<file path="src/rtl/mxbus_pkg.sv">
package mxbus_pkg;

    typedef enum logic [2:0] {
        ST_IDLE = 3'd0,
        ST_ADDR = 3'd1,
        ST_ASLO = 3'd2,
        ST_ASHI = 3'd3,
        ST_TURN = 3'd4,
        ST_DATA = 3'd5,
        ST_RECV = 3'd6
    } mx_state_e;

endpackage

</file>
<file path="src/rtl/mxbus_phase_len.sv">
module mxbus_phase_len #(
    parameter int RD_CYC  = 4,
    parameter int WR_CYC  = 2,
    parameter int EXT_CYC = 2,
    parameter int CW      = 3
) (
    input  logic          rd,
    input  logic          ext,
    output logic [CW-1:0] dlast
);

    localparam logic [CW-1:0] RD_LAST = CW'(RD_CYC - 1);
    localparam logic [CW-1:0] WR_LAST = CW'(WR_CYC - 1);
    localparam logic [CW-1:0] EXT_ADD = CW'(EXT_CYC);

    always_comb begin
        dlast = rd ? RD_LAST : WR_LAST;
        if (ext) begin
            dlast = dlast + EXT_ADD;
        end
    end

    initial begin
        assert (RD_CYC >= WR_CYC && WR_CYC >= 1) else $error("phase length parameters");
    end

endmodule

</file>
<file path="src/rtl/mxbus_rdcap.sv">
module mxbus_rdcap #(
    parameter int BW = 16
) (
    input  logic          clk,
    input  logic          rst_n,
    input  logic          cap_en,
    input  logic [BW-1:0] bus_in,
    output logic [BW-1:0] rdata
);

    logic [BW-1:0] rdata_d, rdata_q;

    always_comb begin
        rdata_d = rdata_q;
        if (cap_en) begin
            rdata_d = bus_in;
        end
    end

    always_ff @(posedge clk or negedge rst_n) begin
        if (!rst_n) rdata_q <= '0;
        else        rdata_q <= rdata_d;
    end

    assign rdata = rdata_q;

    // captured data only changes on a capture edge
    a_r9_rdata_hold: assert property (@(posedge clk) disable iff (!rst_n)
        !cap_en |=> $stable(rdata_q));

endmodule

</file>
<file path="src/rtl/mxbus_seq.sv">
module mxbus_seq
    import mxbus_pkg::*;
#(
    parameter int BW      = 16,
    parameter int RD_CYC  = 4,
    parameter int WR_CYC  = 2,
    parameter int EXT_CYC = 2,
    parameter int RCV_CYC = 2,
    parameter int CW      = 3
) (
    input  logic          clk,
    input  logic          rst_n,
    input  logic          req_valid,
    input  logic          req_rd,
    input  logic          req_ext,
    input  logic [BW-1:0] req_addr,
    input  logic [BW-1:0] req_wdata,
    input  logic [CW-1:0] dlast,
    output logic          cur_rd,
    output logic          cur_ext,
    output logic          req_ready,
    output logic          done,
    output logic          cap_en,
    output logic [BW-1:0] bus_out,
    output logic          bus_oe,
    output logic          as_n,
    output logic          ds_n,
    output logic          rw_n
);

    localparam logic [CW-1:0] RCV_LAST = CW'(RCV_CYC - 1);

    typedef struct packed {
        mx_state_e     st;
        logic [CW-1:0] cnt;
        logic          rd;
        logic          ext;
        logic [BW-1:0] addr;
        logic [BW-1:0] wdata;
    } seq_t;

    seq_t d, q;

    always_comb begin
        d = q;
        case (q.st)
            ST_IDLE: begin
                if (req_valid) begin
                    d.st    = ST_ADDR;
                    d.rd    = req_rd;
                    d.ext   = req_ext;
                    d.addr  = req_addr;
                    d.wdata = req_wdata;
                end
            end
            ST_ADDR: d.st = ST_ASLO;
            ST_ASLO: d.st = ST_ASHI;
            ST_ASHI: d.st = ST_TURN;
            ST_TURN: begin
                d.st  = ST_DATA;
                d.cnt = '0;
            end
            ST_DATA: begin
                if (q.cnt == dlast) begin
                    d.st  = ST_RECV;
                    d.cnt = '0;
                end else begin
                    d.cnt = q.cnt + 1'b1;
                end
            end
            ST_RECV: begin
                if (q.cnt == RCV_LAST) begin
                    d.st  = ST_IDLE;
                    d.cnt = '0;
                    d.rd  = 1'b1;
                    d.ext = 1'b0;
                end else begin
                    d.cnt = q.cnt + 1'b1;
                end
            end
            default: d.st = ST_IDLE;
        endcase
    end

    always_ff @(posedge clk or negedge rst_n) begin
        if (!rst_n) begin
            q       <= '0;
            q.st    <= ST_IDLE;
            q.rd    <= 1'b1;
        end else begin
            q <= d;
        end
    end

    logic addr_phase;
    assign addr_phase = (q.st == ST_ADDR) || (q.st == ST_ASLO) || (q.st == ST_ASHI);

    assign cur_rd    = q.rd;
    assign cur_ext   = q.ext;
    assign req_ready = (q.st == ST_IDLE);
    assign done      = (q.st == ST_RECV) && (q.cnt == RCV_LAST);
    assign cap_en    = (q.st == ST_DATA) && (q.cnt == dlast) && q.rd;
    assign as_n      = (q.st != ST_ASLO);
    assign ds_n      = (q.st != ST_DATA);
    assign rw_n      = q.rd;
    assign bus_oe    = addr_phase || (!q.rd && (q.st != ST_IDLE));
    assign bus_out   = addr_phase ? q.addr : q.wdata;

    // Length of the data strobe window, counted independently of the sequencer
    logic [CW:0] ds_run_q;
    always_ff @(posedge clk or negedge rst_n) begin
        if (!rst_n)     ds_run_q <= '0;
        else if (ds_n)  ds_run_q <= '0;
        else            ds_run_q <= ds_run_q + 1'b1;
    end

    // window length matches direction plus stretch
    a_r6_ds_window: assert property (@(posedge clk) disable iff (!rst_n)
        $rose(ds_n) |-> (int'(ds_run_q) ==
            ((q.rd ? RD_CYC : WR_CYC) + (q.ext ? EXT_CYC : 0))));

    // single-cycle address strobe, never overlapping the data strobe
    a_r11_as_single: assert property (@(posedge clk) disable iff (!rst_n)
        !as_n |=> as_n);
    a_r11_strobe_excl: assert property (@(posedge clk) disable iff (!rst_n)
        !(!as_n && !ds_n));

    // bus released while a read strobe is low
    a_r5_read_float: assert property (@(posedge clk) disable iff (!rst_n)
        (!ds_n && rw_n) |-> !bus_oe);

    // bus driven throughout a write strobe
    a_r8_write_drive: assert property (@(posedge clk) disable iff (!rst_n)
        (!ds_n && !rw_n) |-> bus_oe);

    // direction unchanged across the data strobe rising edge
    a_r4_rw_hold: assert property (@(posedge clk) disable iff (!rst_n)
        $rose(ds_n) |-> $stable(rw_n));

    // one-cycle done, idle follows
    a_r10_done_single: assert property (@(posedge clk) disable iff (!rst_n)
        done |=> (!done && req_ready));

endmodule

</file>
<file path="src/rtl/mxbus_ctrl.sv">
module mxbus_ctrl #(
    parameter int BW      = 16,
    parameter int RD_CYC  = 4,
    parameter int WR_CYC  = 2,
    parameter int EXT_CYC = 2,
    parameter int RCV_CYC = 2
) (
    input  logic          clk,
    input  logic          rst_n,
    input  logic          req_valid,
    input  logic          req_rd,
    input  logic          req_ext,
    input  logic [BW-1:0] req_addr,
    input  logic [BW-1:0] req_wdata,
    output logic          req_ready,
    output logic          done,
    output logic [BW-1:0] rdata,
    output logic [BW-1:0] bus_out,
    output logic          bus_oe,
    input  logic [BW-1:0] bus_in,
    output logic          as_n,
    output logic          ds_n,
    output logic          rw_n
);

    localparam int LONG = ((RD_CYC > WR_CYC) ? RD_CYC : WR_CYC) + EXT_CYC;
    localparam int MAXL = (LONG > RCV_CYC) ? LONG : RCV_CYC;
    localparam int CW   = $clog2(MAXL + 1);

    logic          cur_rd, cur_ext, cap_en;
    logic [CW-1:0] dlast;

    mxbus_phase_len #(
        .RD_CYC (RD_CYC),
        .WR_CYC (WR_CYC),
        .EXT_CYC(EXT_CYC),
        .CW     (CW)
    ) u_len (
        .rd   (cur_rd),
        .ext  (cur_ext),
        .dlast(dlast)
    );

    mxbus_seq #(
        .BW     (BW),
        .RD_CYC (RD_CYC),
        .WR_CYC (WR_CYC),
        .EXT_CYC(EXT_CYC),
        .RCV_CYC(RCV_CYC),
        .CW     (CW)
    ) u_seq (
        .clk      (clk),
        .rst_n    (rst_n),
        .req_valid(req_valid),
        .req_rd   (req_rd),
        .req_ext  (req_ext),
        .req_addr (req_addr),
        .req_wdata(req_wdata),
        .dlast    (dlast),
        .cur_rd   (cur_rd),
        .cur_ext  (cur_ext),
        .req_ready(req_ready),
        .done     (done),
        .cap_en   (cap_en),
        .bus_out  (bus_out),
        .bus_oe   (bus_oe),
        .as_n     (as_n),
        .ds_n     (ds_n),
        .rw_n     (rw_n)
    );

    mxbus_rdcap #(
        .BW(BW)
    ) u_cap (
        .clk   (clk),
        .rst_n (rst_n),
        .cap_en(cap_en),
        .bus_in(bus_in),
        .rdata (rdata)
    );

endmodule

</file>
<file path="config.mk">
export PLATFORM = sky130hd
export DESIGN_NAME = mxbus_ctrl
export DESIGN_NICKNAME = d
export VERILOG_FILES = /design/src/rtl/mxbus_pkg.sv /design/src/rtl/mxbus_phase_len.sv /design/src/rtl/mxbus_rdcap.sv /design/src/rtl/mxbus_seq.sv /design/src/rtl/mxbus_ctrl.sv
export SDC_FILE = /design/constraint.sdc
export NUM_CORES = 1
export LEC_CHECK = 0
export BUFFER_PORTS_ARGS = -buffer_cell sky130_fd_sc_hd__buf_2
export CELL_PAD_IN_SITES_DETAIL_PLACEMENT = 0
export CELL_PAD_IN_SITES_GLOBAL_PLACEMENT = 2
export CORE_MARGIN = 5
export CORE_UTILIZATION = 34
export CTS_CLUSTER_SIZE = 25
export DETAILED_ROUTE_END_ITERATION = 8
export PLACE_DENSITY = 0.87
export SLEW_MARGIN = 20
export SYNTH_ARGS = -nofsm -noshare
export SYNTH_HDL_FRONTEND = slang
export SYNTH_SLANG_ARGS = --single-unit
</file>
<file path="constraint.sdc">
create_clock -name clk -period 6.45 [get_ports clk]
set_input_delay 0.645 -clock clk [delete_from_list [all_inputs] [get_ports clk]]
set_output_delay 0.645 -clock clk [all_outputs]
set_load 0.02 [all_outputs]
</file>
# Yosys cells after proc, flatten, opt, wreduce, memory -nomap -nowiden
# Index checks and enable logic that the tools add are counted.
[word_totals] register_bits=56 word_cells=50
[op_classes] n_eq_ne=13 n_reduce_logical=15 muxes=13 addsub=2
[ops] operator="34-bit 2-to-1 mux" n=1
[ops] operator="3-bit case mux with 7 select lines" n=1
[ops] operator="3-bit 2-to-1 mux" n=6
[ops] operator="16-bit 2-to-1 mux" n=1
[ops] operator="3-bit equality test (second input constant)" n=3
[ops] operator="3-bit case mux with 3 select lines" n=1
[ops] operator="3-bit by 1-bit equality test with 1-bit output (second input constant)" n=2
[ops] operator="3-bit by 2-bit equality test with 1-bit output (second input constant)" n=2
[ops] operator="2-bit != test (second input constant)" n=3
[ops] operator="3-bit AND reduction" n=2
[ops] operator="3-bit nonzero test" n=2
[ops] operator="1-bit logical AND" n=4
[ops] operator="2-bit 2-to-1 mux" n=2
[ops] operator="2-bit case mux with 2 select lines" n=1
[ops] operator="3-bit by 1-bit adder with 3-bit output (second input constant)" n=1
[ops] operator="3-bit by 2-bit adder with 3-bit output (second input constant)" n=1
[ops] operator="3-bit equality test" n=1
[ops] operator="3-bit zero test" n=1
[ops] operator="1-bit logical OR" n=3
[ops] operator="3-bit by 2-bit != test with 1-bit output (second input constant)" n=1
[ops] operator="3-bit != test (second input constant)" n=1
[ops] operator="2-bit AND reduction" n=1
[ops] operator="2-bit nonzero test" n=1
[ops] operator="1-bit zero test" n=1

# Depth between registers and ports, before layout
# Gate-level depths: netlist (run 1).
[logic_depth] ltp_word=6 depth_mapped=7 ltp_nobuf=6

# By module
# From an unflattened synthesis (run 1), not the netlist that was laid out.
[unflattened] cells_unflattened=187 hier_area_um2=2790.2
[modules_own_cells] module="mxbus_seq" area_each_um2=2117.0 cells_per_inst=150 n_inst=1
[modules_own_cells] module="mxbus_rdcap" area_each_um2=649.4 cells_per_inst=34 n_inst=1
[modules_own_cells] module="mxbus_phase_len" area_each_um2=23.8 cells_per_inst=3 n_inst=1

# Worst setup path before layout (run 1)
# OpenSTA, ideal clock, no wires.
[synth_path] path_type="register -> output" startpoint="reg u_seq.q[38] (netlist bit)" endpoint="out bus_out[0]" path_stages_with_launch=5 n_path_buf=2 required_ns=5.805 slack_ns=4.178 arrival_ns=1.627 path_cell_list="dfrtp_1 buf_2 o21ai_1 buf_2 mux2_2"
[synth_between] elab_chain_len=4 elab_cells_between_ends=6 cone_classes="eq/ne: 3; mux: 1; reduce/logical: 2"
[synth_rtl] item="start, declared" line_no="mxbus_seq.sv:42" rtl="seq_t d, q;"
[synth_rtl] item="3-bit by 1-bit equality test with 1-bit output / 3-bit by 2-bit equality test with 1-bit output (equally long branches)" line_no="mxbus_seq.sv:96" rtl="assign addr_phase = (q.st == ST_ADDR) || (q.st == ST_ASLO) || (q.st == ST_ASHI);"
[synth_rtl] item="1-bit logical OR" line_no="mxbus_seq.sv:96"
[synth_rtl] item="1-bit logical OR (*)" line_no="mxbus_seq.sv:96"
[synth_rtl] item="16-bit 2-to-1 mux (*)" line_no="mxbus_seq.sv:107" rtl="assign bus_out = addr_phase ? q.addr : q.wdata;"
[synth_rtl] item="end, declared" line_no="mxbus_ctrl.sv:18" rtl="output logic [BW-1:0] bus_out,"
# Mark *: on every way between the ends. The rest lies on a longest branch, timed or not.

# Worst setup path in the final report (run 1)
[layout_path] startpoint="reg u_seq.q[37] (netlist bit)" endpoint="out bus_out[0]"
# Same word-level chain as after synthesis.

==> results of run 1 <==
layout make-up:
type / count / area [µm²] / area share
Sequential cell: 56 / 1400 / 0.440
Multi-Input combinational cell: 111 / 1060 / 0.334
Timing Repair Buffer: 92 / 465 / 0.146
Tap cell: 99 / 124 / 0.0389
Clock buffer: 6 / 72.6 / 0.0228
Clock inverter: 2 / 35.0 / 0.0110
Inverter: 6 / 22.5 / 0.00707
power breakdown:
part	leakage [nW]	internal, mW	switching, mW
Combinational	0.809	0.418	0.458
Sequential	0.666	0.529	0.118
Clock	0.0552	0.115	0.109
Total	1.53	1.06	0.684
worst max path at each step:
| stage | to | start |
|---|---|---|
| after floorplan | bus_out[0] | u_seq.q[38] |
| after global placement | bus_out[11] | u_seq.q[37] |
| after detailed placement | bus_out[0] | u_seq.q[37] |
| after CTS | bus_out[0] | u_seq.q[37] |
| after global routing | bus_out[0] | u_seq.q[37] |
| final | bus_out[0] | u_seq.q[37] |
routing by layer:
| metal | part of all wire | track usage | vias up |
|---|---|---|---|
| li1 | - | - | 830 |
| met1 | 0.45 | 0.143 | 835 |
| met2 | 0.46 | 0.178 | 69 |
| met3 | 0.085 | 0.0482 | 3 |
| met4 | 0.0034 | 0.0313 | 0 |
| met5 | 0 | 0 | - |
state kept, by name (all words and copies together), names as in the netlist:
| signal | count |
|---|---|
| u_seq.cur_rd | 1 |
| u_seq.cur_ext | 1 |
| u_cap.rdata | 16 |
| u_seq.q | 38 |
kinds of logic after synthesis:
family                   share of synthesized area
AO/OA/AOI/OAI                               0.0479
XOR/XNOR                                   0.00685
adder cells (fa/ha/maj)                     0.0147
buffers and inverters                       0.0377
flip-flops                                   0.548
multiplexers                                 0.296
AND/OR/NAND/NOR                             0.0480
cells in the mapped netlist, types with 3 or more instances:
master | number | share of area
o21ai_0 | 4 | 0.0078
dfrtp_1 | 55 | 0.54
mux2_4 | 10 | 0.059
nor3_1 | 4 | 0.0078
inv_1 | 6 | 0.0088
nand2_1 | 8 | 0.012
ha_1 | 3 | 0.015
buf_2 | 4 | 0.0078
mux2_2 | 54 | 0.24
a21oi_1 | 3 | 0.0059
o31ai_1 | 3 | 0.0088
stage by stage:
| step | cell area, µm² | power (mW) | hold WS [ps] | util | std cells |
|---|---|---|---|---|---|
| after CTS | 3180 | 1.78 | 491 | 0.437 | 372 |
| after detailed placement | 3080 | 1.54 | 488 | 0.422 | 364 |
| after floorplan | 2560 | 1.28 | 349 | - | 183 |
| after global placement | 3080 | 1.53 | 482 | 0.422 | 364 |
| after global routing | 3180 | 1.87 | 522 | 0.437 | 372 |
| final | 3180 | 1.75 | 457 | 0.437 | 372 |
critical path: stages, from the launching register on:
cell and delay (ps):
dfrtp_1 540, o21ai_2 820, mux2_2 420, buf_2 160
placed cells by master (no fill, tap or decap), types with 2 or more instances in the layout:
| cell type | n |
|---|---|
| a21oi_1 | 3 |
| buf_2 | 90 |
| buf_4 | 2 |
| clkbuf_8 | 5 |
| dfrtp_1 | 55 |
| ha_1 | 3 |
| inv_1 | 6 |
| mux2_2 | 54 |
| mux2_4 | 10 |
| nand2_1 | 8 |
| nand2b_1 | 2 |
| nor2_1 | 2 |
| nor3_1 | 4 |
| o21ai_0 | 4 |
| o31ai_1 | 3 |
| xor2_1 | 2 |
==> results.cfg, run 1 <==
[outcome]
status = completed

[routing]
first_pass_iters = 4
vias_per_cell = 4.67
drt-total-wl_um = 5340
drt_iter0_drc = 57
vias = 1737
ant_nets = 0
wl_per_cell_um = 14.4
drc = 0

[sta]
slew_headroom = 0.354
tightest_slew_ps = 969
rsz0062_at_grt = no
post-route-period-util = 0.448
clock_skew_ps = 6.40
fin_ws_ps = 3560
maxSlewViolCount = 0
tns_ps = 0
fmax_ghz = 0.346
final_hold_viol_count = 0
setup_violations = 0
period_needed_ps = 2890

[final_layout]
area_delta_synth_final_pct = 24.5
final.fill_count = 739
drive_gt1_frac = 0.615
nNetsFinal = 328
antenna_cells = 0

[place]
port_buffers = 90
gp_congestion = 0.728
dp_hpwl_um = 3910
pre_cts_ws_ps = 3870

[cts]
insertion_delay_ps = 300
holdBufCountCts = 0
clk_path_buf_depth = 2
cts_resized = 0
cts_tree = built
clk_pin_slew_ps = 100
cts_sinks = 56
cts-root-buf = clkbuf_8
post_cts_buffers = 0
tritoncts.num_buffers = 5
htree_num_levels = 2

[synth]
async_flop_share = 1.00
synth_seq_cells = 56
synth_edf_count = 0
yosys_warnings = 0
synth_cells = 183
synth_cell_types = 35
ys.flop_type = dfrtp_1
synth_area_um2 = 2560
avgSynthCellArea_um2 = 14.0
syn_nets = 239
yosysSeqAreaShare = 0.548

[global_routing]
grt_util_all_layers = 0.114
grt_antenna_before_repair = 0
grt_overflow_total = 0
grt_pass1_wl_um = 8940
grt_pass1_vias = 1869
grt_max_degree = 57

[pwr]
p_per_area_nw_per_um2 = 549
p_leak_nw = 1.53
irDropWorstVdd_uv = 232

[setup_path]
required_ps = 5800
criticalPathCategory = register to output port
r2r_start = u_seq.cur_rd
reg2reg_depth = 4
r2r-end = u_cap.rdata[15]
critPathArrivalTime_ps = 2240
cp-start-kind = register
timing.reg2reg.setup_slack_ps = 3950
cp_max_fo = 17
end_kind = output port

[flow_run]
max-cap-violations = 0

[hold_path]
min_path_type = input port to asynchronous set/reset pin

[floorplan]
coreArea_um2 = 7290
die-width_um = 96.7
pin_count = 91
start_util = 0.351
rows = 31
dieArea_um2 = 9360
die_y_um = 96.7
(Power assumes the default switching activity.)
==> run 2, diff against run 1 <==
Settings changed: CORE_UTILIZATION 34 to 32, PLACE_DENSITY 0.87 to 0.83.
Clock period 6.45 ns to 3 ns, I/O delays scaled along.
==> results.cfg, run 2 (synthesis gave the netlist of run 1 again) <==
[routing]
vias = 1779
highest_layer = met4
wl_met1_um = 2590
drc = 0
wl_per_cell_um = 14.4
drt-total-wl_um = 5450
met2_length_um = 2350
ant_nets = 0
dr_wl_met3_um = 485
drt_iter0_drc = 52
vias_per_cell = 4.71
first_pass_iters = 4

[sta]
tns_ps = 0
rsz0062_at_grt = no
setup_violations = 0
maxSlewViolCount = 0
final_hold_viol_count = 0
fmax_ghz = 0.396
period_needed_ps = 2520
tightest_slew_ps = 846
slew_headroom = 0.436
post-route-period-util = 0.841
clock_skew_ps = 3.43

[global_routing]
grt_overflow_total = 0
grt_max_degree = 37
grt_pass1_wl_um = 8670
grt_antenna_before_repair = 0
grt_util_all_layers = 0.109
grt_pass1_vias = 1842

[setup_path]
max_stage_delay_ps = 620
end_kind = output port
criticalPathCategory = register to output port
required_ps = 2700
critPathArrivalTime_ps = 2220
cp.buffers_inverters = 3
cp_top_family = buffers and inverters
cp_max_fo = 14
cp_slowest_cell = dfrtp_1
cp-start-kind = register
crit_chain = inv_1 -> o21ai_2 -> buf_4 -> mux2_2 -> buf_2

[floorplan]
pin_count = 91
coreArea_um2 = 7770
start_util = 0.329
rows = 32
dieArea_um2 = 9880
die_y_um = 99.4
die-width_um = 99.4

[cts]
clk_pin_slew_ps = 110
cts_tree = built
htree_num_levels = 2
clk_path_buf_depth = 2
tritoncts.num_buffers = 5
insertion_delay_ps = 310
cts_sinks = 56
cts-root-buf = clkbuf_8

[final_layout]
final.fill_count = 762
antenna_cells = 0
nNetsFinal = 331
largest_reg_flops = 38
final_common_cell = buf_2
drive_gt1_frac = 0.623
top_register = u_seq.q
mostFrequentLayoutCells = buf_2 (90), dfrtp_1 (55), mux2_2 (54)
post-route-util = 0.414
area_delta_synth_final_pct = 25.7
stdcell_count = 378

[place]
dp.cells = 369
dp_hpwl_um = 4130
gp_congestion = 0.738
port_buffers = 90

[hold_path]
min_path_type = input port to register

[pwr]
irDropWorstVdd_uv = 436
p_leak_nw = 1.54
p_per_area_nw_per_um2 = 1160

[flow_run]
max-cap-violations = 0

[outcome]
status = completed
==> run 2: path summary, 6_finish.rpt <==
check	start	endpoint	slack (ps)	depth (start not counted)
min reg2reg	u_seq.q[17]	u_seq.q[17]	510	1
max in group asynchronous	rst_n	u_seq.cur_rd	1900	3
max	u_seq.q[39]	bus_out[9]	480	5
min	req_rd	u_seq.cur_rd	200	3
min in group asynchronous	rst_n	u_cap.rdata[5]	430	2
max reg2reg	u_seq.cur_rd	u_cap.rdata[11]	530	4
==> run 2: cell type report <==
class	count	area, µm²	share of cell area
clock buffer	5	68.8	0.0214
inverter	6	22.5	0.00700
multi-input combinational	111	1060	0.331
tap	102	128	0.0397
timing repair buffer	95	503	0.156
sequential	56	1400	0.436
clock inverter	3	27.5	0.00856
==> run 2: where the power goes <==
group          leakage (nW)  internal (mW)  switching (mW)  total [mW]
registers             0.666           1.14           0.247        1.38
logic                 0.827          0.921           0.992        1.91
clock network        0.0463          0.172           0.261       0.433
total                  1.54           2.23            1.50        3.73
==> run 2: worst register-to-register path, stage by stage, from the launching register on <==
cell,delay (ps)
dfstp_2,580
ha_1,240
xor2_1,180
or4_1,920
mux2_4,450
==> run 2: layer usage <==
metal	global-route usage	vias up
met2	0.166	71
met3	0.0407	2
met5	0	-
met4	0.0252	0
li1	-	836
met1	0.147	870
==> run 2: repair_timing <==
item,CTS,global route
hold endpoints to repair,16,0
setup buffers,0,0
hold buffers,1,0
resized for setup,0,0
==> run 2: stage by stage <==
step | hold WS [ps] | power, mW | cell area (µm²) | worst slack (ps)
floorplan | 4.41 | 2.76 | 2560 | 756
global placement | 246 | 3.31 | 3110 | 564
detailed placement | 239 | 3.35 | 3110 | 521
CTS | 187 | 3.80 | 3220 | 419
global route | 195 | 3.99 | 3220 | 311
finish | 196 | 3.73 | 3220 | 477
==> run 3, diff against run 2 <==
Settings changed: CORE_UTILIZATION 32 to 29, PLACE_DENSITY 0.83 to 0.8.
Clock period 3 ns to 2 ns, I/O delays scaled along.
==> results.cfg, run 3 (synthesis gave the netlist of run 1 again) <==
[hold_path]
hold_start = req_rd
min_path_cells = 3
min_path_type = input port to register
whs_endpoint = u_seq.cur_rd

[cts]
insertion_delay_ps = 300
tritoncts.num_buffers = 5
cts_tree = built
htree_num_levels = 2
cts-root-buf = clkbuf_8
clk_pin_slew_ps = 100
cts_sinks = 56
clk_path_buf_depth = 2

[routing]
drt-total-wl_um = 5720
first_pass_iters = 4
vias = 1804
drc = 0
vias_per_cell = 4.56
wl_per_cell_um = 14.5
ant_nets = 0
drt_iter0_drc = 54

[sta]
fin_ws_ps = 54.8
final_hold_viol_count = 0
fmax_ghz = 0.514
setup_violations = 0
slew_headroom = 0.608
post-route-period-util = 0.973
tightest_slew_ps = 588
clock_skew_ps = 5.10
rsz0062_at_grt = no
maxSlewViolCount = 0
period_needed_ps = 1950

[final_layout]
drive_gt1_frac = 0.649
final_common_cell = buf_2
post-route-util = 0.389
largest_reg_flops = 38
nNetsFinal = 343
final_area_um2 = 3380
area_delta_synth_final_pct = 32.1
mostFrequentLayoutCells = buf_2 (89), mux2_2 (54), dfrtp_1 (53)
stdcell_count = 396
antenna_cells = 0
top_register = u_seq.q

[place]
port_buffers = 90
dp.cells = 384
dp_hpwl_um = 4220
gp_congestion = 0.726
pre_cts_ws_ps = 38.6
place_area_um2 = 3210

[floorplan]
start_util = 0.295
dieArea_um2 = 10800
pin_count = 91
coreArea_um2 = 8680
die_y_um = 104
die-width_um = 104
rows = 34

[global_routing]
met1_usage = 0.132
met2_usage = 0.173
grt_max_degree = 37
grt_pass1_vias = 1971
grt.busiest_layer = met2
grt_util_all_layers = 0.105
use_met3 = 0.0416
grt_pass1_wl_um = 9490
grt_overflow_total = 0
grt_antenna_before_repair = 0

[setup_path]
r2r-end = u_cap.rdata[12]
required_ps = 2190
end_kind = register
crit_chain = ha_4 -> xor2_2 -> or4_1 -> buf_6 -> mux2_4
cp_slowest_cell = dfstp_2
reg2reg_depth = 5
r2r_start = u_seq.cur_rd
max_stage_delay_ps = 560
critPathArrivalTime_ps = 2140
criticalPathCategory = register to register
cp_top_family = flip-flops
cp_max_fo = 16
cp.buffers_inverters = 1
timing.reg2reg.setup_slack_ps = 50
cp-start-kind = register

[pwr]
irDropWorstVdd_uv = 713
p_per_area_nw_per_um2 = 1770
p_leak_nw = 1.61

[outcome]
status = completed

[flow_run]
max-cap-violations = 0
-- run 3: how the worst max path moves through the flow --
stage                       from         endpoint  cells past startpoint
global route         u_seq.q[38]       bus_out[6]                      5
detailed placement  u_seq.cur_rd  u_cap.rdata[12]                      5
global placement    u_seq.cur_rd   u_cap.rdata[3]                      5
CTS                  u_seq.q[39]      bus_out[11]                      5
finish              u_seq.cur_rd  u_cap.rdata[12]                      5
floorplan           u_seq.cur_rd   u_cap.rdata[0]                      6
-- run 3: where the power goes --
group	internal, mW	leakage, nW	switching, mW	total, mW
logic	1.60	0.896	1.63	3.23
clock network	0.372	0.0552	0.354	0.727
registers	1.71	0.663	0.321	2.03
-- run 3: layout make-up --
class,instances,area [µm²]
fillers,864,5300
flip-flops and latches,56,1410
multi-input cells,111,1090
repair buffers,107,614
well taps,108,135
clock buffers,6,72.6
clock inverters,2,35.0
inverters,6,22.5
-- run 3: metal layers --
layer  part of all wire  vias up  wire length (µm)
met5                  0        -                 0
met4             0.0026        0                15
met3              0.093        2               532
met2               0.47       67              2670
met1               0.44      876              2510
li1                   -      859                 -
-- run 3: worst register-to-register path: stages, from the launching register on --
cell and delay (ps):
dfstp_2 560, ha_4 200, xor2_2 150, or4_1 420, buf_6 190, mux2_4 320
-- run 3: per-stage QoR --
step	setup TNS (ps)	power, mW	hold slack (ps)
finish	0	5.99	94.7
global route	0	6.43	109
CTS	0	6.04	87.8
detailed placement	0	5.19	243
global placement	0	5.15	229
floorplan	-937	4.19	-95.6
-- run 3: repair_timing --
item,4_1_cts,5_1_grt
hold buffers,1,0
gates resized for setup,5,5
setup endpoints to repair,16,25
setup buffers,1,2
hold endpoints to repair,21,0
pin swaps,0,1
gates cloned,1,0
